===== src/rtl/rfm_pkg.sv =====
package rfm_pkg;
  localparam int REG_W = 32;
  localparam int CNT_W = 16;

  localparam logic [2:0] RA_BASE = 3'd0;
  localparam logic [2:0] RA_RING = 3'd1;
  localparam logic [2:0] RA_DESC = 3'd2;
  localparam logic [2:0] RA_CFG  = 3'd3;
  localparam logic [2:0] RA_PREP = 3'd4;
  localparam logic [2:0] RA_PROC = 3'd5;
  localparam logic [2:0] RA_STAT = 3'd6;

  typedef enum logic [1:0] {FS_IDLE, FS_REQ, FS_RESP} fetch_state_e;

  // words each descriptor puts into the FIFO
  function automatic logic [8:0] desc_words(logic [7:0] dlen, logic tok);
    return {1'b0, dlen} + {8'd0, tok};
  endfunction

  // largest block the FIFO can hold, one descriptor kept in reserve
  function automatic logic [CNT_W-1:0] max_block(int unsigned depth, logic [8:0] dw);
    int unsigned per;
    if (dw == '0) return '0;
    per = depth / 32'(dw);
    if (per == 0) return '0;
    return CNT_W'(per - 1);
  endfunction

  function automatic logic [CNT_W-1:0] min2(logic [CNT_W-1:0] a, logic [CNT_W-1:0] b);
    return (a < b) ? a : b;
  endfunction

  function automatic logic [CNT_W-1:0] block_count(logic [CNT_W-1:0] lim, logic [CNT_W-1:0] cap,
                                                   logic [CNT_W-1:0] pend, logic [CNT_W-1:0] room);
    return min2(min2(lim, cap), min2(pend, room));
  endfunction

  function automatic logic [15:0] dma_length(logic [CNT_W-1:0] n, logic [7:0] stride, logic [8:0] dw);
    return 16'(32'(n - 1'b1) * 32'(stride) + 32'(dw));
  endfunction

  function automatic logic [REG_W-1:0] fetch_addr(logic [REG_W-1:0] base, logic [CNT_W-1:0] ptr,
                                                  logic [7:0] stride);
    return base + 32'(ptr) * 32'(stride);
  endfunction

  function automatic logic [CNT_W-1:0] next_ptr(logic [CNT_W-1:0] ptr, logic [CNT_W-1:0] n,
                                                logic [CNT_W-1:0] ring);
    logic [CNT_W:0] s;
    s = {1'b0, ptr} + {1'b0, n};
    return (s >= {1'b0, ring}) ? '0 : s[CNT_W-1:0];
  endfunction
endpackage


===== src/rtl/rfm_fifo.sv =====
module rfm_fifo #(
  parameter int DEPTH = 16,
  parameter int W     = 32,
  localparam int AW   = (DEPTH > 1) ? $clog2(DEPTH) : 1,
  localparam int CW   = $clog2(DEPTH + 1)
) (
  input  logic          clk,
  input  logic          rst_n,
  input  logic          push,
  input  logic [W-1:0]  push_data,
  input  logic          pop_ready,
  output logic          out_valid,
  output logic [W-1:0]  out_data,
  output logic [CW-1:0] count
);
  logic [W-1:0]  mem [DEPTH];
  logic [AW-1:0] wr_q, rd_q;
  logic [CW-1:0] cnt_q;
  logic          pop;

  function automatic logic [AW-1:0] bump(logic [AW-1:0] p);
    return (p == AW'(DEPTH - 1)) ? '0 : p + 1'b1;
  endfunction

  assign out_valid = (cnt_q != '0);
  assign pop       = out_valid && pop_ready;
  assign out_data  = mem[rd_q];
  assign count     = cnt_q;

  always_ff @(posedge clk) begin
    if (push) mem[wr_q] <= push_data;
  end

  always_ff @(posedge clk or negedge rst_n) begin
    if (!rst_n) begin
      wr_q  <= '0;
      rd_q  <= '0;
      cnt_q <= '0;
    end else begin
      if (push) wr_q <= bump(wr_q);
      if (pop)  rd_q <= bump(rd_q);
      cnt_q <= cnt_q + CW'(push) - CW'(pop);
    end
  end

  // reserved space means a push never meets a full FIFO
  a_r11_no_overrun: assert property (@(posedge clk) disable iff (!rst_n)
    push |-> cnt_q < CW'(DEPTH));
endmodule


===== src/rtl/rfm_regs.sv =====
module rfm_regs
  import rfm_pkg::*;
(
  input  logic             clk,
  input  logic             rst_n,
  input  logic             we,
  input  logic [2:0]       waddr,
  input  logic [REG_W-1:0] wdata,
  input  logic [2:0]       raddr,
  output logic [REG_W-1:0] rdata,
  input  logic             done,
  input  logic [CNT_W-1:0] done_n,
  output logic [REG_W-1:0] ring_base,
  output logic [CNT_W-1:0] ring_size,
  output logic [7:0]       dlen,
  output logic [7:0]       stride,
  output logic             tok,
  output logic [CNT_W-1:0] blk_lim,
  output logic [CNT_W-1:0] thr,
  output logic             cfg_en,
  output logic [CNT_W-1:0] pending,
  output logic [CNT_W-1:0] ptr
);
  logic [REG_W-1:0] base_q, desc_q, cfg_q;
  logic [CNT_W-1:0] ring_q, prep_q, proc_q, ptr_q;
  logic [4:0]       stat_q;
  logic             cnt_clear, prep_add, add_ovf, stat_wr;
  logic [CNT_W:0]   add_pending;

  assign cnt_clear   = we && (waddr == RA_PREP || waddr == RA_PROC) && wdata[31];
  assign prep_add    = we && (waddr == RA_PREP) && !wdata[31];
  assign stat_wr     = we && (waddr == RA_STAT);
  assign pending     = prep_q - proc_q;
  assign add_pending = {1'b0, pending} + {1'b0, wdata[CNT_W-1:0]};
  assign add_ovf     = prep_add && (add_pending > {1'b0, ring_q});

  always_ff @(posedge clk or negedge rst_n) begin
    if (!rst_n) begin
      base_q <= '0;
      ring_q <= '0;
      desc_q <= '0;
      cfg_q  <= '0;
    end else if (we) begin
      case (waddr)
        RA_BASE: base_q <= wdata;
        RA_RING: ring_q <= wdata[CNT_W-1:0];
        RA_DESC: desc_q <= wdata;
        RA_CFG:  cfg_q  <= wdata;
        default: ;
      endcase
    end
  end

  always_ff @(posedge clk or negedge rst_n) begin
    if (!rst_n) begin
      prep_q <= '0;
      proc_q <= '0;
      ptr_q  <= '0;
    end else if (cnt_clear) begin
      prep_q <= '0;
      proc_q <= '0;
      ptr_q  <= '0;
    end else begin
      if (prep_add && !add_ovf) prep_q <= prep_q + wdata[CNT_W-1:0];
      if (done) begin
        proc_q <= proc_q + done_n;
        ptr_q  <= next_ptr(ptr_q, done_n, ring_q);
      end
    end
  end

  always_ff @(posedge clk or negedge rst_n) begin
    if (!rst_n) stat_q <= '0;
    else stat_q <= (stat_q & ~(stat_wr ? wdata[4:0] : 5'd0)) | {3'd0, done, add_ovf};
  end

  always_comb begin
    case (raddr)
      RA_BASE: rdata = base_q;
      RA_RING: rdata = {16'd0, ring_q};
      RA_DESC: rdata = desc_q;
      RA_CFG:  rdata = cfg_q;
      RA_PREP: rdata = {16'd0, prep_q};
      RA_PROC: rdata = {16'd0, proc_q};
      RA_STAT: rdata = {27'd0, stat_q};
      default: rdata = {16'd0, ptr_q};
    endcase
  end

  assign ring_base = base_q;
  assign ring_size = ring_q;
  assign dlen      = desc_q[7:0];
  assign stride    = desc_q[23:16];
  assign tok       = desc_q[30];
  assign blk_lim   = cfg_q[15:0];
  assign thr       = cfg_q[31:16];
  assign cfg_en    = (cfg_q != '0);
  assign ptr       = ptr_q;

  // clear hits all three counters
  a_r3_clear: assert property (@(posedge clk) disable iff (!rst_n)
    cnt_clear |=> prep_q == '0 && proc_q == '0 && ptr_q == '0);
  // an overflowing add leaves the count and flags it
  a_r4_ovf_refused: assert property (@(posedge clk) disable iff (!rst_n)
    add_ovf |=> prep_q == $past(prep_q) && stat_q[0]);
  // processed count advances by the block on completion
  a_r12_proc_step: assert property (@(posedge clk) disable iff (!rst_n)
    done && !cnt_clear |=> proc_q == $past(proc_q) + $past(done_n));
endmodule


===== src/rtl/rfm_fetch_ctl.sv =====
module rfm_fetch_ctl
  import rfm_pkg::*;
#(
  parameter int FIFO_DEPTH = 16,
  localparam int CW = $clog2(FIFO_DEPTH + 1)
) (
  input  logic             clk,
  input  logic             rst_n,
  input  logic             cfg_en,
  input  logic [REG_W-1:0] ring_base,
  input  logic [CNT_W-1:0] ring_size,
  input  logic [CNT_W-1:0] blk_lim,
  input  logic [CNT_W-1:0] thr,
  input  logic [CNT_W-1:0] pending,
  input  logic [CNT_W-1:0] ptr,
  input  logic [7:0]       dlen,
  input  logic [7:0]       stride,
  input  logic             tok,
  input  logic [CW-1:0]    fifo_count,
  output logic             dma_req_valid,
  input  logic             dma_req_ready,
  output logic [REG_W-1:0] dma_req_addr,
  output logic [15:0]      dma_req_len,
  input  logic             dma_rsp_valid,
  output logic             push,
  output logic             done,
  output logic [CNT_W-1:0] done_n
);
  fetch_state_e     state_q;
  logic [CNT_W-1:0] n_q, n_now, room;
  logic [8:0]       dw_q, dw_now;
  logic [7:0]       off_q, scnt_q;
  logic [15:0]      len_q, wcnt_q;
  logic [REG_W-1:0] addr_q;
  logic [24:0]      need_words, held_words;
  logic [CW-1:0]    free_words;
  logic             issue, keep, last;

  assign dw_now     = desc_words(dlen, tok);
  assign room       = ring_size - ptr;
  assign n_now      = block_count(blk_lim, max_block(FIFO_DEPTH, dw_now), pending, room);
  assign need_words = 25'(n_now) * 25'(dw_now);
  assign held_words = 25'(n_q) * 25'(dw_q);
  assign free_words = CW'(FIFO_DEPTH) - fifo_count;
  assign issue = (state_q == FS_IDLE) && cfg_en && (pending >= thr) && (n_now != '0)
              && ({1'b0, stride} >= dw_now) && (need_words <= 25'(free_words));

  assign keep = {1'b0, scnt_q} < dw_q;
  assign last = (wcnt_q + 16'd1) == len_q;
  assign push = (state_q == FS_RESP) && dma_rsp_valid && keep;
  assign done = (state_q == FS_RESP) && dma_rsp_valid && last;
  assign done_n = n_q;

  assign dma_req_valid = (state_q == FS_REQ);
  assign dma_req_addr  = addr_q;
  assign dma_req_len   = len_q;

  always_ff @(posedge clk or negedge rst_n) begin
    if (!rst_n) begin
      state_q <= FS_IDLE;
      n_q     <= '0;
      dw_q    <= '0;
      off_q   <= '0;
      len_q   <= '0;
      addr_q  <= '0;
      wcnt_q  <= '0;
      scnt_q  <= '0;
    end else begin
      case (state_q)
        FS_IDLE: if (issue) begin
          n_q     <= n_now;
          dw_q    <= dw_now;
          off_q   <= stride;
          len_q   <= dma_length(n_now, stride, dw_now);
          addr_q  <= fetch_addr(ring_base, ptr, stride);
          state_q <= FS_REQ;
        end
        FS_REQ: if (dma_req_ready) begin
          wcnt_q  <= '0;
          scnt_q  <= '0;
          state_q <= FS_RESP;
        end
        default: if (dma_rsp_valid) begin
          wcnt_q <= wcnt_q + 16'd1;
          scnt_q <= ({1'b0, scnt_q} + 9'd1 == {1'b0, off_q}) ? '0 : scnt_q + 8'd1;
          if (last) state_q <= FS_IDLE;
        end
      endcase
    end
  end

  // a pending request keeps its fields until taken
  a_r12_req_hold: assert property (@(posedge clk) disable iff (!rst_n)
    dma_req_valid && !dma_req_ready |=> dma_req_valid && $stable(dma_req_addr) && $stable(dma_req_len));
  // a zero configuration word starts nothing
  a_r5_cfg_off: assert property (@(posedge clk) disable iff (!rst_n)
    !cfg_en |=> !$rose(dma_req_valid));
  // a new request follows a cycle with enough pending work
  a_r6_threshold: assert property (@(posedge clk) disable iff (!rst_n)
    $rose(dma_req_valid) |-> $past(pending) >= $past(thr));
  // the FIFO had room for the whole block
  a_r11_space: assert property (@(posedge clk) disable iff (!rst_n)
    $rose(dma_req_valid) |-> held_words <= 25'(free_words));
endmodule


===== src/rtl/desc_ring_fetch.sv =====
module desc_ring_fetch
  import rfm_pkg::*;
#(
  parameter int FIFO_DEPTH = 16,
  parameter int DATA_W     = 32
) (
  input  logic              clk,
  input  logic              rst_n,
  input  logic              reg_we,
  input  logic [2:0]        reg_waddr,
  input  logic [31:0]       reg_wdata,
  input  logic [2:0]        reg_raddr,
  output logic [31:0]       reg_rdata,
  output logic              dma_req_valid,
  input  logic              dma_req_ready,
  output logic [31:0]       dma_req_addr,
  output logic [15:0]       dma_req_len,
  input  logic              dma_rsp_valid,
  input  logic [DATA_W-1:0] dma_rsp_data,
  output logic              desc_valid,
  input  logic              desc_ready,
  output logic [DATA_W-1:0] desc_data
);
  localparam int CW = $clog2(FIFO_DEPTH + 1);

  logic [REG_W-1:0] ring_base;
  logic [CNT_W-1:0] ring_size, blk_lim, thr, pending, ptr, done_n;
  logic [7:0]       dlen, stride;
  logic             tok, cfg_en, done, push;
  logic [CW-1:0]    fifo_count;

  rfm_regs u_regs (
    .clk(clk), .rst_n(rst_n), .we(reg_we), .waddr(reg_waddr), .wdata(reg_wdata),
    .raddr(reg_raddr), .rdata(reg_rdata), .done(done), .done_n(done_n),
    .ring_base(ring_base), .ring_size(ring_size), .dlen(dlen), .stride(stride), .tok(tok),
    .blk_lim(blk_lim), .thr(thr), .cfg_en(cfg_en), .pending(pending), .ptr(ptr)
  );

  rfm_fetch_ctl #(.FIFO_DEPTH(FIFO_DEPTH)) u_ctl (
    .clk(clk), .rst_n(rst_n), .cfg_en(cfg_en), .ring_base(ring_base), .ring_size(ring_size),
    .blk_lim(blk_lim), .thr(thr), .pending(pending), .ptr(ptr), .dlen(dlen), .stride(stride),
    .tok(tok), .fifo_count(fifo_count), .dma_req_valid(dma_req_valid),
    .dma_req_ready(dma_req_ready), .dma_req_addr(dma_req_addr), .dma_req_len(dma_req_len),
    .dma_rsp_valid(dma_rsp_valid), .push(push), .done(done), .done_n(done_n)
  );

  rfm_fifo #(.DEPTH(FIFO_DEPTH), .W(DATA_W)) u_fifo (
    .clk(clk), .rst_n(rst_n), .push(push), .push_data(dma_rsp_data), .pop_ready(desc_ready),
    .out_valid(desc_valid), .out_data(desc_data), .count(fifo_count)
  );
endmodule


===== config.mk =====
export PLATFORM = sky130hd
export DESIGN_NAME = desc_ring_fetch
export DESIGN_NICKNAME = d
export VERILOG_FILES = /design/src/rtl/rfm_pkg.sv /design/src/rtl/rfm_fifo.sv /design/src/rtl/rfm_regs.sv /design/src/rtl/rfm_fetch_ctl.sv /design/src/rtl/desc_ring_fetch.sv
export SDC_FILE = /design/constraint.sdc
export NUM_CORES = 2
export LEC_CHECK = 0
export BUFFER_PORTS_ARGS = -buffer_cell sky130_fd_sc_hd__buf_2
export CAP_MARGIN = 20
export CORE_AREA = 2 2 361 363
export DETAILED_ROUTE_END_ITERATION = 7
export DIE_AREA = 0 0 363 365
export PLACE_DENSITY = 0.77
export SYNTH_ARGS = -nofsm -noshare
export SYNTH_HDL_FRONTEND = slang
export SYNTH_SLANG_ARGS = --single-unit

===== constraint.sdc =====
create_clock -name clk -period 94.3 [get_ports clk]
set_input_delay 18.86 -clock clk [delete_from_list [all_inputs] [get_ports clk]]
set_output_delay 18.86 -clock clk [all_outputs]
set_load 0.1 [all_outputs]

==> impl_metrics.csv <==
group,metric,value,unit
detailed_routing,drt-pass1-iter-count,8,
clock_tree,htreeDepth,3,
clock_tree,clkLatencyLatePin,0.68,ns
sta,finalHoldViolCount,0,
clock_tree,clock-sinks,797,
worst_setup_path,required,94.85,ns
floorplanning,die_h,365,um
clock_tree,clock_path_buffers,3,
clock_tree,cts_inserted_buffers,76,
detailed_routing,vias_per_cell,6.58,
detailed_routing,num_vias,65200,
yosys,syn_inst,7887,
yosys,yosysSeqAreaShare,0.298,
clock_tree,ctsHoldBuffers,0,
worst_setup_path,worstSetupStartpointType,"flop",
global_routing,grt.overflow.total,0,
sta,slew_violations,0,
placed_design,place_ws,-1.06,ns
global_routing,grt_pass1_wl,369000,um
yosys,synth_edf_count,512,
yosys,ys_types,145,
detailed_routing,wl_per_cell,24.8,um
placed_design,place.detailed.hpwl,174000,um
detailed_routing,drt-initial-drc-count,6717,
sta,fin_skew,0.0392,ns
yosys,synthesis.area,75600,um2
yosys,synthesis.nets,8814,
final_layout,final_common_cell,"nor2_1",
floorplanning,die_x,363,um
worst_setup_path,critPathKind,"flop to flop",
final_layout,drive_gt1_frac,0.162,
detailed_routing,drc,0,
sta,finalCritPeriodShare,0.941,
floorplanning,start_util,0.587,
yosys,ys_seq_elements,797,
clock_tree,clk_pin_slew,0.06,ns
sta,finalSetupViolCount,0,
final_layout,syn_to_final_growth,10.3,%
clock_tree,cts_tree,"built",
final_layout,fin_util,0.648,
clock_tree,clockRootBuffer,"clkbuf_16",
worst_setup_path,cpMostUsedCell,"o21a_1",
yosys,yosysWarningCount,0,
global_routing,grt_max_degree,98,
global_routing,antenna_found_initial,13,
global_routing,grt_use_total,0.358,
floorplanning,dieArea,132000,um2
detailed_routing,wl,246000,um
sta,relSlewSlack,0.188,
yosys,synthFlopType,"edfxtp_1",
placed_design,gp_congestion,1.01,
placed_design,placedCellCount,9636,
placed_design,portBuffers,189,
yosys,syn_area_per_cell,9.58,um2
worst_setup_path,slowest_stage,"fa_1",
yosys,async_reset_ff_frac,0.358,
worst_setup_path,crit_path_end_kind,"flop",
final_layout,final_cell_mix,"639 x nor2_1, 602 x inv_1, 595 x nand2_1, 567 x ha_1, 512 x edfxtp_1",
final_layout,instances_no_fill,9906,
worst_setup_path,max_stage_delay,0.61,ns
sta,layout_setup_ws,5.57,ns
hold_path,hold_path.class,"flop to flop",
sta,clock.fmax,0.0113,GHz
status,outcome,"finished, final reports clean",
global_routing,grt_pass1_vias,63800,
final_layout,final_nets,9090,
floorplanning,core_area,129000,um2
sta,worst_pin_slew,1.19,ns
floorplanning,rows,132,
worst_setup_path,cp_max_fo,25,
worst_setup_path,cp.arrival,89.28,ns
placed_design,place_area,79000,um2
detailed_routing,final_antenna_net_count,0,
job,cap_violations,0,
sta,min_period,88.73,ns
floorplanning,pin_count,190,
final_layout,postLayoutCellArea,83300,um2
registers in the layout, indices dropped and copies added (netlist names), 32 cells and up:
signal              cells
u_regs.ring_base       32
u_fifo.mem            512
u_regs.cfg_q           32
u_ctl.dma_req_addr     32
u_regs.desc_q          32
worst paths after layout:
| check | start | endpoint | slack [ns] | cells after the start |
|---|---|---|---|---|
| max | u_regs.desc_q[0] | u_ctl.done_n[4] | 5.57 | 481 |
| min | u_regs.stat_q[1] | u_regs.stat_q[1] | 0.47 | 2 |
| max reg2reg | u_regs.desc_q[0] | u_ctl.done_n[4] | 5.57 | 481 |
| min reg2reg | u_regs.stat_q[1] | u_regs.stat_q[1] | 0.47 | 2 |
| max in group asynchronous | rst_n | u_ctl.wcnt_q[1] | 73.76 | 3 |
| min in group asynchronous | rst_n | u_ctl.dma_req_addr[20] | 18.22 | 1 |
layer usage:
| metal | GRT usage | up-vias | wire length (um) |
|---|---|---|---|
| met5 | 0 | - | 114 |
| met4 | 0.164 | 18 | 12400 |
| met3 | 0.0548 | 688 | 19100 |
| met2 | 0.608 | 2968 | 119000 |
| met1 | 0.452 | 32200 | 95400 |
| li1 | - | 29300 | - |
critical path, delay by kind of cell (launching register included):
family / cells / cell delay (ns)
compound gates: 253 / 46.07
flops: 1 / 0.42
xor+xnor: 1 / 0.14
buf+inv: 26 / 3.68
mux: 8 / 2.17
simple gates: 153 / 23.46
fa+ha+maj: 40 / 12.48
logic make-up (layout without fill, tap and decap cells):
kind of cell               Yosys count  after routing  share of synthesized area
AOI/OAI and AO/OA                 1962           1968                      0.178
xor gates and xnor gates           431            431                     0.0516
adders and majority gates          851            851                      0.169
buffers and inverters              915           1248                     0.0466
DFF                                797            797                      0.298
muxes                              472            472                     0.0936
other                                1              5                  0.0000496
and+or+nand+nor                   2458           2459                      0.164
through the flow:
step | setup TNS [ns] | hold WS, ns
floorplan | 0 | 0.432
global placement | 0 | 0.460
detailed placement | -74.88 | 0.459
CTS | 0 | 0.471
global route | -36.96 | 0.502
finish | 0 | 0.471
cells in the mapped netlist, types with 58 or more instances:
cell,instances,share of area
o21bai_1,93,0.0092
edfxtp_1,512,0.20
mux2i_1,89,0.012
fa_1,280,0.074
mux4_2,165,0.049
o21ai_0,356,0.024
nand4_1,85,0.0070
clkbuf_1,216,0.011
nor4_1,58,0.0048
o31ai_1,61,0.0061
and2_1,188,0.016
o21a_1,123,0.012
nand2_1,601,0.030
mux2_2,212,0.032
nor3_1,185,0.012
inv_1,606,0.030
xnor2_1,271,0.031
nor2b_1,83,0.0069
nand2b_1,140,0.012
nand3_1,141,0.0093
a21oi_1,479,0.032
nor2_1,653,0.032
ha_1,571,0.095
dfrtp_1,285,0.094
a21o_1,199,0.020
and3_1,69,0.0057
xor2_1,149,0.017
cell type report:
| cell class | instances | area [um2] |
|---|---|---|
| clock buffers | 91 | 2000 |
| inverters | 615 | 2310 |
| flip-flops and latches | 797 | 22500 |
| diodes | 4 | 10.0 |
| clock inverters | 51 | 531 |
| fillers | 10300 | 45300 |
| well taps | 1675 | 2100 |
| multi-input cells | 6182 | 50400 |
| repair buffers | 491 | 3490 |
timing repair:
item,in CTS,in global routing
resized for setup,7,181
endpoints found under the hold margin,0,0
gates cloned,0,18
pin swaps,1,59
endpoints found under the setup margin,82,82
setup buffers,3,101
Power is left out: the tool's default activity adds up to more than one toggle a clock period on the data nets, which glitch-free logic cannot reach.
